**src/rtl/slot_sched_pkg.sv**
```systemverilog
package slot_sched_pkg;

  // Owner of a slot after reset: reproduces fixed interleave.
  function automatic int unsigned reset_owner(input int unsigned slot,
                                              input int unsigned nthreads);
    return slot % nthreads;
  endfunction

endpackage

```
**src/rtl/slot_pointer.sv**
```systemverilog
module slot_pointer #(
  parameter int NUM_SLOTS = 8,
  localparam int SW = $clog2(NUM_SLOTS)
) (
  input  logic          clk,
  input  logic          rst_n,
  output logic [SW-1:0] ptr,
  output logic          wrap
);
  localparam logic [SW-1:0] LAST = SW'(NUM_SLOTS - 1);

  assign wrap = (ptr == LAST);

  always_ff @(posedge clk or negedge rst_n) begin
    if (!rst_n)    ptr <= '0;
    else if (wrap) ptr <= '0;
    else           ptr <= ptr + SW'(1);
  end

  // one step per cycle, back to zero after the last slot
  p_ptr_step_r6: assert property (@(posedge clk) disable iff (!rst_n)
    (ptr != LAST) |=> (ptr == $past(ptr) + SW'(1)));
  p_ptr_wrap_r6: assert property (@(posedge clk) disable iff (!rst_n)
    (ptr == LAST) |=> (ptr == '0));

endmodule

```
**src/rtl/slot_table.sv**
```systemverilog
module slot_table #(
  parameter int NUM_THREADS = 4,
  parameter int NUM_SLOTS   = 8,
  localparam int SW = $clog2(NUM_SLOTS),
  localparam int TW = $clog2(NUM_THREADS)
) (
  input  logic          clk,
  input  logic          rst_n,
  input  logic          wr_en,
  input  logic [SW-1:0] wr_slot,
  input  logic [TW-1:0] wr_tid,
  input  logic          wr_enable,
  input  logic          commit,
  input  logic [SW-1:0] rd_slot,
  output logic [TW-1:0] rd_tid,
  output logic          rd_enable
);
  import slot_sched_pkg::*;

  logic [NUM_SLOTS-1:0][TW-1:0] pend_tid, act_tid;
  logic [NUM_SLOTS-1:0]         pend_en,  act_en;

  for (genvar g = 0; g < NUM_SLOTS; g++) begin : g_entry
    localparam logic [TW-1:0] RST_TID = TW'(reset_owner(g, NUM_THREADS));
    logic hit;
    assign hit = wr_en && (wr_slot == SW'(g));

    always_ff @(posedge clk or negedge rst_n) begin
      if (!rst_n) begin
        pend_tid[g] <= RST_TID;
        pend_en[g]  <= 1'b1;
        act_tid[g]  <= RST_TID;
        act_en[g]   <= 1'b1;
      end else begin
        if (hit) begin
          pend_tid[g] <= wr_tid;
          pend_en[g]  <= wr_enable;
        end
        if (commit) begin
          act_tid[g] <= hit ? wr_tid    : pend_tid[g];
          act_en[g]  <= hit ? wr_enable : pend_en[g];
        end
      end
    end
  end

  assign rd_tid    = act_tid[rd_slot];
  assign rd_enable = act_en[rd_slot];

  // the active schedule never moves inside a round
  p_hold_midround_r7: assert property (@(posedge clk) disable iff (!rst_n)
    !commit |=> ($stable(act_tid) && $stable(act_en)));
  // at the wrap without a write, active becomes the pending copy
  p_commit_copy_r7: assert property (@(posedge clk) disable iff (!rst_n)
    (commit && !wr_en) |=> (act_tid == $past(pend_tid) && act_en == $past(pend_en)));

endmodule

```
**src/rtl/issue_select.sv**
```systemverilog
module issue_select #(
  parameter int NUM_THREADS = 4,
  localparam int TW = $clog2(NUM_THREADS)
) (
  input  logic                   clk,
  input  logic                   rst_n,
  input  logic [NUM_THREADS-1:0] thr_ready,
  input  logic [TW-1:0]          cur_tid,
  input  logic                   cur_enable,
  output logic                   issue_valid,
  output logic [TW-1:0]          issue_tid
);
  logic owner_ready;
  assign owner_ready = thr_ready[cur_tid];

  always_ff @(posedge clk or negedge rst_n) begin
    if (!rst_n) begin
      issue_valid <= 1'b0;
      issue_tid   <= '0;
    end else begin
      issue_valid <= cur_enable && owner_ready;
      issue_tid   <= cur_tid;
    end
  end

  // an issue only ever follows a ready owner
  p_no_steal_r4: assert property (@(posedge clk) disable iff (!rst_n)
    issue_valid |-> $past(owner_ready));
  // a disabled slot is always a bubble
  p_disabled_bubble_r5: assert property (@(posedge clk) disable iff (!rst_n)
    !$past(cur_enable) |-> !issue_valid);

endmodule

```
**src/rtl/slot_sched_top.sv**
```systemverilog
module slot_sched_top #(
  parameter int NUM_THREADS = 4,
  parameter int NUM_SLOTS   = 8,
  localparam int SW = $clog2(NUM_SLOTS),
  localparam int TW = $clog2(NUM_THREADS)
) (
  input  logic                   clk,
  input  logic                   rst_n,
  input  logic [NUM_THREADS-1:0] thr_ready,
  input  logic                   tbl_we,
  input  logic [SW-1:0]          tbl_slot,
  input  logic [TW-1:0]          tbl_tid,
  input  logic                   tbl_enable,
  output logic                   issue_valid,
  output logic [TW-1:0]          issue_tid
);
  logic [SW-1:0] ptr;
  logic          wrap;
  logic [TW-1:0] cur_tid;
  logic          cur_enable;

  slot_pointer #(.NUM_SLOTS(NUM_SLOTS)) u_ptr (
    .clk(clk), .rst_n(rst_n), .ptr(ptr), .wrap(wrap)
  );

  slot_table #(.NUM_THREADS(NUM_THREADS), .NUM_SLOTS(NUM_SLOTS)) u_tbl (
    .clk(clk), .rst_n(rst_n),
    .wr_en(tbl_we), .wr_slot(tbl_slot), .wr_tid(tbl_tid), .wr_enable(tbl_enable),
    .commit(wrap), .rd_slot(ptr), .rd_tid(cur_tid), .rd_enable(cur_enable)
  );

  issue_select #(.NUM_THREADS(NUM_THREADS)) u_sel (
    .clk(clk), .rst_n(rst_n), .thr_ready(thr_ready),
    .cur_tid(cur_tid), .cur_enable(cur_enable),
    .issue_valid(issue_valid), .issue_tid(issue_tid)
  );

endmodule

```
**config.mk**
```make
export PLATFORM = sky130hd
export DESIGN_NAME = slot_sched_top
export DESIGN_NICKNAME = d
export VERILOG_FILES = /design/src/rtl/slot_sched_pkg.sv /design/src/rtl/slot_pointer.sv /design/src/rtl/slot_table.sv /design/src/rtl/issue_select.sv /design/src/rtl/slot_sched_top.sv
export SDC_FILE = /design/constraint.sdc
export NUM_CORES = 1
export LEC_CHECK = 0
export ABC_AREA = 1
export BUFFER_PORTS_ARGS = -buffer_cell sky130_fd_sc_hd__buf_4
export CAP_MARGIN = 15
export CORE_ASPECT_RATIO = 0.9
export CORE_MARGIN = 2
export CORE_UTILIZATION = 60
export DETAILED_ROUTE_END_ITERATION = 10
export PLACE_DENSITY = 0.83
export SLEW_MARGIN = 20
export SYNTH_ARGS = -nofsm -noshare
export SYNTH_HDL_FRONTEND = slang
export SYNTH_SLANG_ARGS = --single-unit
```
**constraint.sdc**
```tcl
create_clock -name clk -period 2.69 [get_ports clk]
set_clock_uncertainty 0.05 [all_clocks]
set_input_delay 0.269 -clock clk [delete_from_list [all_inputs] [get_ports clk]]
set_output_delay 0.269 -clock clk [all_outputs]
set_load 0.02 [all_outputs]
```
==> results.yml <==
status:
  status: "finished clean"
clocking:
  clock-sinks: 54
  clockRootBuffer: "clkbuf_8"
  cts_resized: 0
  cts_tree: "yes"
  clk_pin_slew_ns: 0.09
  ctsHoldBuffers: 1
  max-clock-path-buffers: 2
  cts_setup_buffers: 0
  cts_inserted_buffers: 5
  htreeDepth: 2
  insertion_delay_ns: 0.31
floorplan:
  die_w_um: 69.60
  num_rows: 21
  io_pins: 16
  dieArea_um2: 4387
  die-height_um: 63.04
  core_um2: 3705
  start_util_pct: 62.72
timing:
  rsz0062_at_grt: "false"
  timing.hold.ws_ns: 0.2296
  finalSetupViolCount: 0
  slew_violations: 0
  hold_viol: 0
  fin_setup_tns_ns: 0
  finalCriticalPeriod_ns: 1.808
  fmax_ghz: 0.5532
  slew_headroom_pct: 56.71
  period_share_pct: 67.20
  tightest_slew_ns: 0.6493
hold_path:
  whs_endpoint: "u_sel.issue_valid$_DFF_PN0_"
  min_from: "thr_ready[0]"
  min_delay_path_depth: 5
  hold_path.class: "input port to flop"
critical_path:
  crit_buf_inv: 1
  critPathCaptureType: "flop"
  cp_slowest_cell: "dfrtp_1"
  cp.depth: 4
  path_cells: "ha_1, ha_1, buf_12, mux2_2"
  r2r-end: "u_tbl.act_tid[9]$_DFFE_PN0N_"
  reg2reg_slack_ns: 0.88
  crit_family: "adder cells"
  path_common_cell: "ha_1"
  slowest_delay_ns: 0.48
  worst_ep_required_time_ns: 2.83
  rr_startpoint: "u_ptr.ptr[1]$_DFF_PN0_"
  start_kind: "flop"
  cp.arrival_ns: 1.95
  crit_type: "flop to flop"
  reg2reg_depth: 4
  crit_path_max_fanout: 21
yosys:
  synth_ff_type: "dfstp_2"
  synth_compound_gate_area_share_pct: 10.55
  synthArstFlopShare_pct: 100.0
  synth_fp_nets: 257
  ys_top_cells_by_count: "nand2_1, o21ai_0, dfstp_2, inv_1, dfrtp_1"
  synth.distinct_cells: 22
  avgSynthCellArea_um2: 9.601
  seq_area_frac_synth_pct: 59.88
  netlist_top_cells_area: "dfstp_2, dfrtp_1, nand2_1"
  synth_simple_gate_area_share_pct: 17.29
  synth_xor_area_share_pct: 0
  yosysTopAreaCellShare_pct: 36.19
  yosys_warnings: 0
  synth_enable_flop_cells: 0
  muxShareOfSynthArea_pct: 5.331
  synth.largest_area_cell: "dfstp_2"
  synth_top_family_by_area: "simple AND/OR/NAND/NOR gates"
  syn_area_um2: 2323
  post-synth-top-count-cell: "nand2_1"
  synth_seq_cells: 54
  synthAdderAreaFrac_pct: 1.077
  syn_inst: 242
finish:
  drive_above_1_share_pct: 27.76
  finalNetCount: 277
  syn2layout_area_growth_pct: 11.52
  regArea_um2: 1391
  n_antenna_cell: 0
  final_cells: 309
  multi_input_area_um2: 795.8
  nFillCells: 281
route:
  wl_per_cell_um: 14.07
  drt_iter0_drc: 83
  dr.pass1.iters: 5
  drt-total-wl_um: 4349
  drc: 0
  ant_nets: 0
  vias_per_cell: 5.311
  vias: 1641
power:
  peakVddDrop_mv: 0.4359
  p_leak_nw: 1.211
  p_per_area_nw_per_um2: 699.4
run:
  cap_violations: 0
placed_design:
  port_buffers: 15
  place_hpwl_um: 3091
  place_inst: 300
  globalplace.congestion: 0.7744
global_routing:
  grt_pass1_vias: 1694
  grt_pass1_wl_um: 7652
  antenna_found_initial: 0
  grt_max_degree: 55
  grt.overflow.total: 0
  gr-usage-all-layers_pct: 22.57
==> where the power goes <==
| group | switching [mW] | internal, mW | leakage, nW |
|---|---|---|---|
| Sequential | 0.0499 | 1.02 | 0.613 |
| Clock | 0.246 | 0.208 | 0.0482 |
| Combinational | 0.173 | 0.116 | 0.549 |
==> final cells by class <==
| type | instances | area share, % |
|---|---|---|
| timing repair buffer | 19 | 6.084 |
| clock inverter | 1 | 0.1931 |
| clock buffer | 7 | 3.332 |
| sequential | 54 | 53.69 |
| multi-input combinational | 156 | 30.71 |
| tap | 46 | 2.221 |
| inverter | 26 | 3.766 |
==> flip-flops by register name, indices dropped and copies added, names as in the netlist <==
register,flops
u_tbl.pend_en,8
u_sel.issue_tid,2
u_tbl.pend_tid,16
u_tbl.act_tid,16
u_sel.issue_valid,1
u_ptr.ptr,3
u_tbl.act_en,8
==> cell usage in the layout, fill, tap and decap left out, types with 5 or more instances in the layout <==
cell type	Yosys	layout
nand2_1	67	67
o21ai_0	33	33
dfstp_2	32	32
inv_1	25	25
dfrtp_1	22	22
buf_4	0	17
nor2_1	15	15
nand3_1	12	12
mux2_2	11	11
clkbuf_8	0	6
o21ai_1	5	5
==> metrics by stage <==
stage                     utilization [%]  power [mW]  cell area (um2)  setup slack, ns
after floorplan                         -       1.264             2323            1.183
after global placement              67.21       1.357             2490           0.9563
after detailed placement            67.21       1.373             2490           0.9098
after CTS                           69.94       1.825             2591           0.8732
after global routing                69.94       1.923             2591           0.7906
final                               69.94       1.812             2591           0.8822
==> worst max-delay path by stage <==
stage | startpoint | end | slack (ns)
final | u_ptr.ptr[1]$_DFF_PN0_ | u_tbl.act_tid[9]$_DFFE_PN0N_ | 0.88
after global routing | u_ptr.ptr[1]$_DFF_PN0_ | u_tbl.act_tid[9]$_DFFE_PN0N_ | 0.79
after CTS | u_ptr.ptr[1]$_DFF_PN0_ | u_tbl.act_tid[9]$_DFFE_PN0N_ | 0.87
after detailed placement | u_ptr.ptr[1]$_DFF_PN0_ | u_tbl.act_tid[9]$_DFFE_PN0N_ | 0.91
after global placement | u_ptr.ptr[1]$_DFF_PN0_ | u_tbl.act_tid[9]$_DFFE_PN0N_ | 0.96
after floorplan | u_ptr.ptr[1]$_DFF_PN0_ | u_tbl.act_tid[11]$_DFFE_PN0N_ | 1.18
==> tightest hold or removal path: stages <==
cell	delay (ns)
buf_4	0.07
nand2_1	0.04
nand3_1	0.05
nand2_1	0.04
nor2_1	0.07
==> logic make-up after synthesis <==
logic type / after synthesis
buffers and inverters: 32
and+or+nand+nor: 97
DFF: 54
muxes: 11
AOI/OAI and AO/OA: 46
adders and majority gates: 2
==> metal layers <==
| layer | share of wire, % | wire length (um) | track usage (%) |
|---|---|---|---|
| met4 | 0.97 | 42 | 8.088 |
| met2 | 47 | 2049 | 35.82 |
| met3 | 3.3 | 145 | 6.613 |
| met1 | 49 | 2112 | 29.75 |
| met5 | 0 | 0 | 0 |
Note: power is estimated with default switching activity, not from simulation.
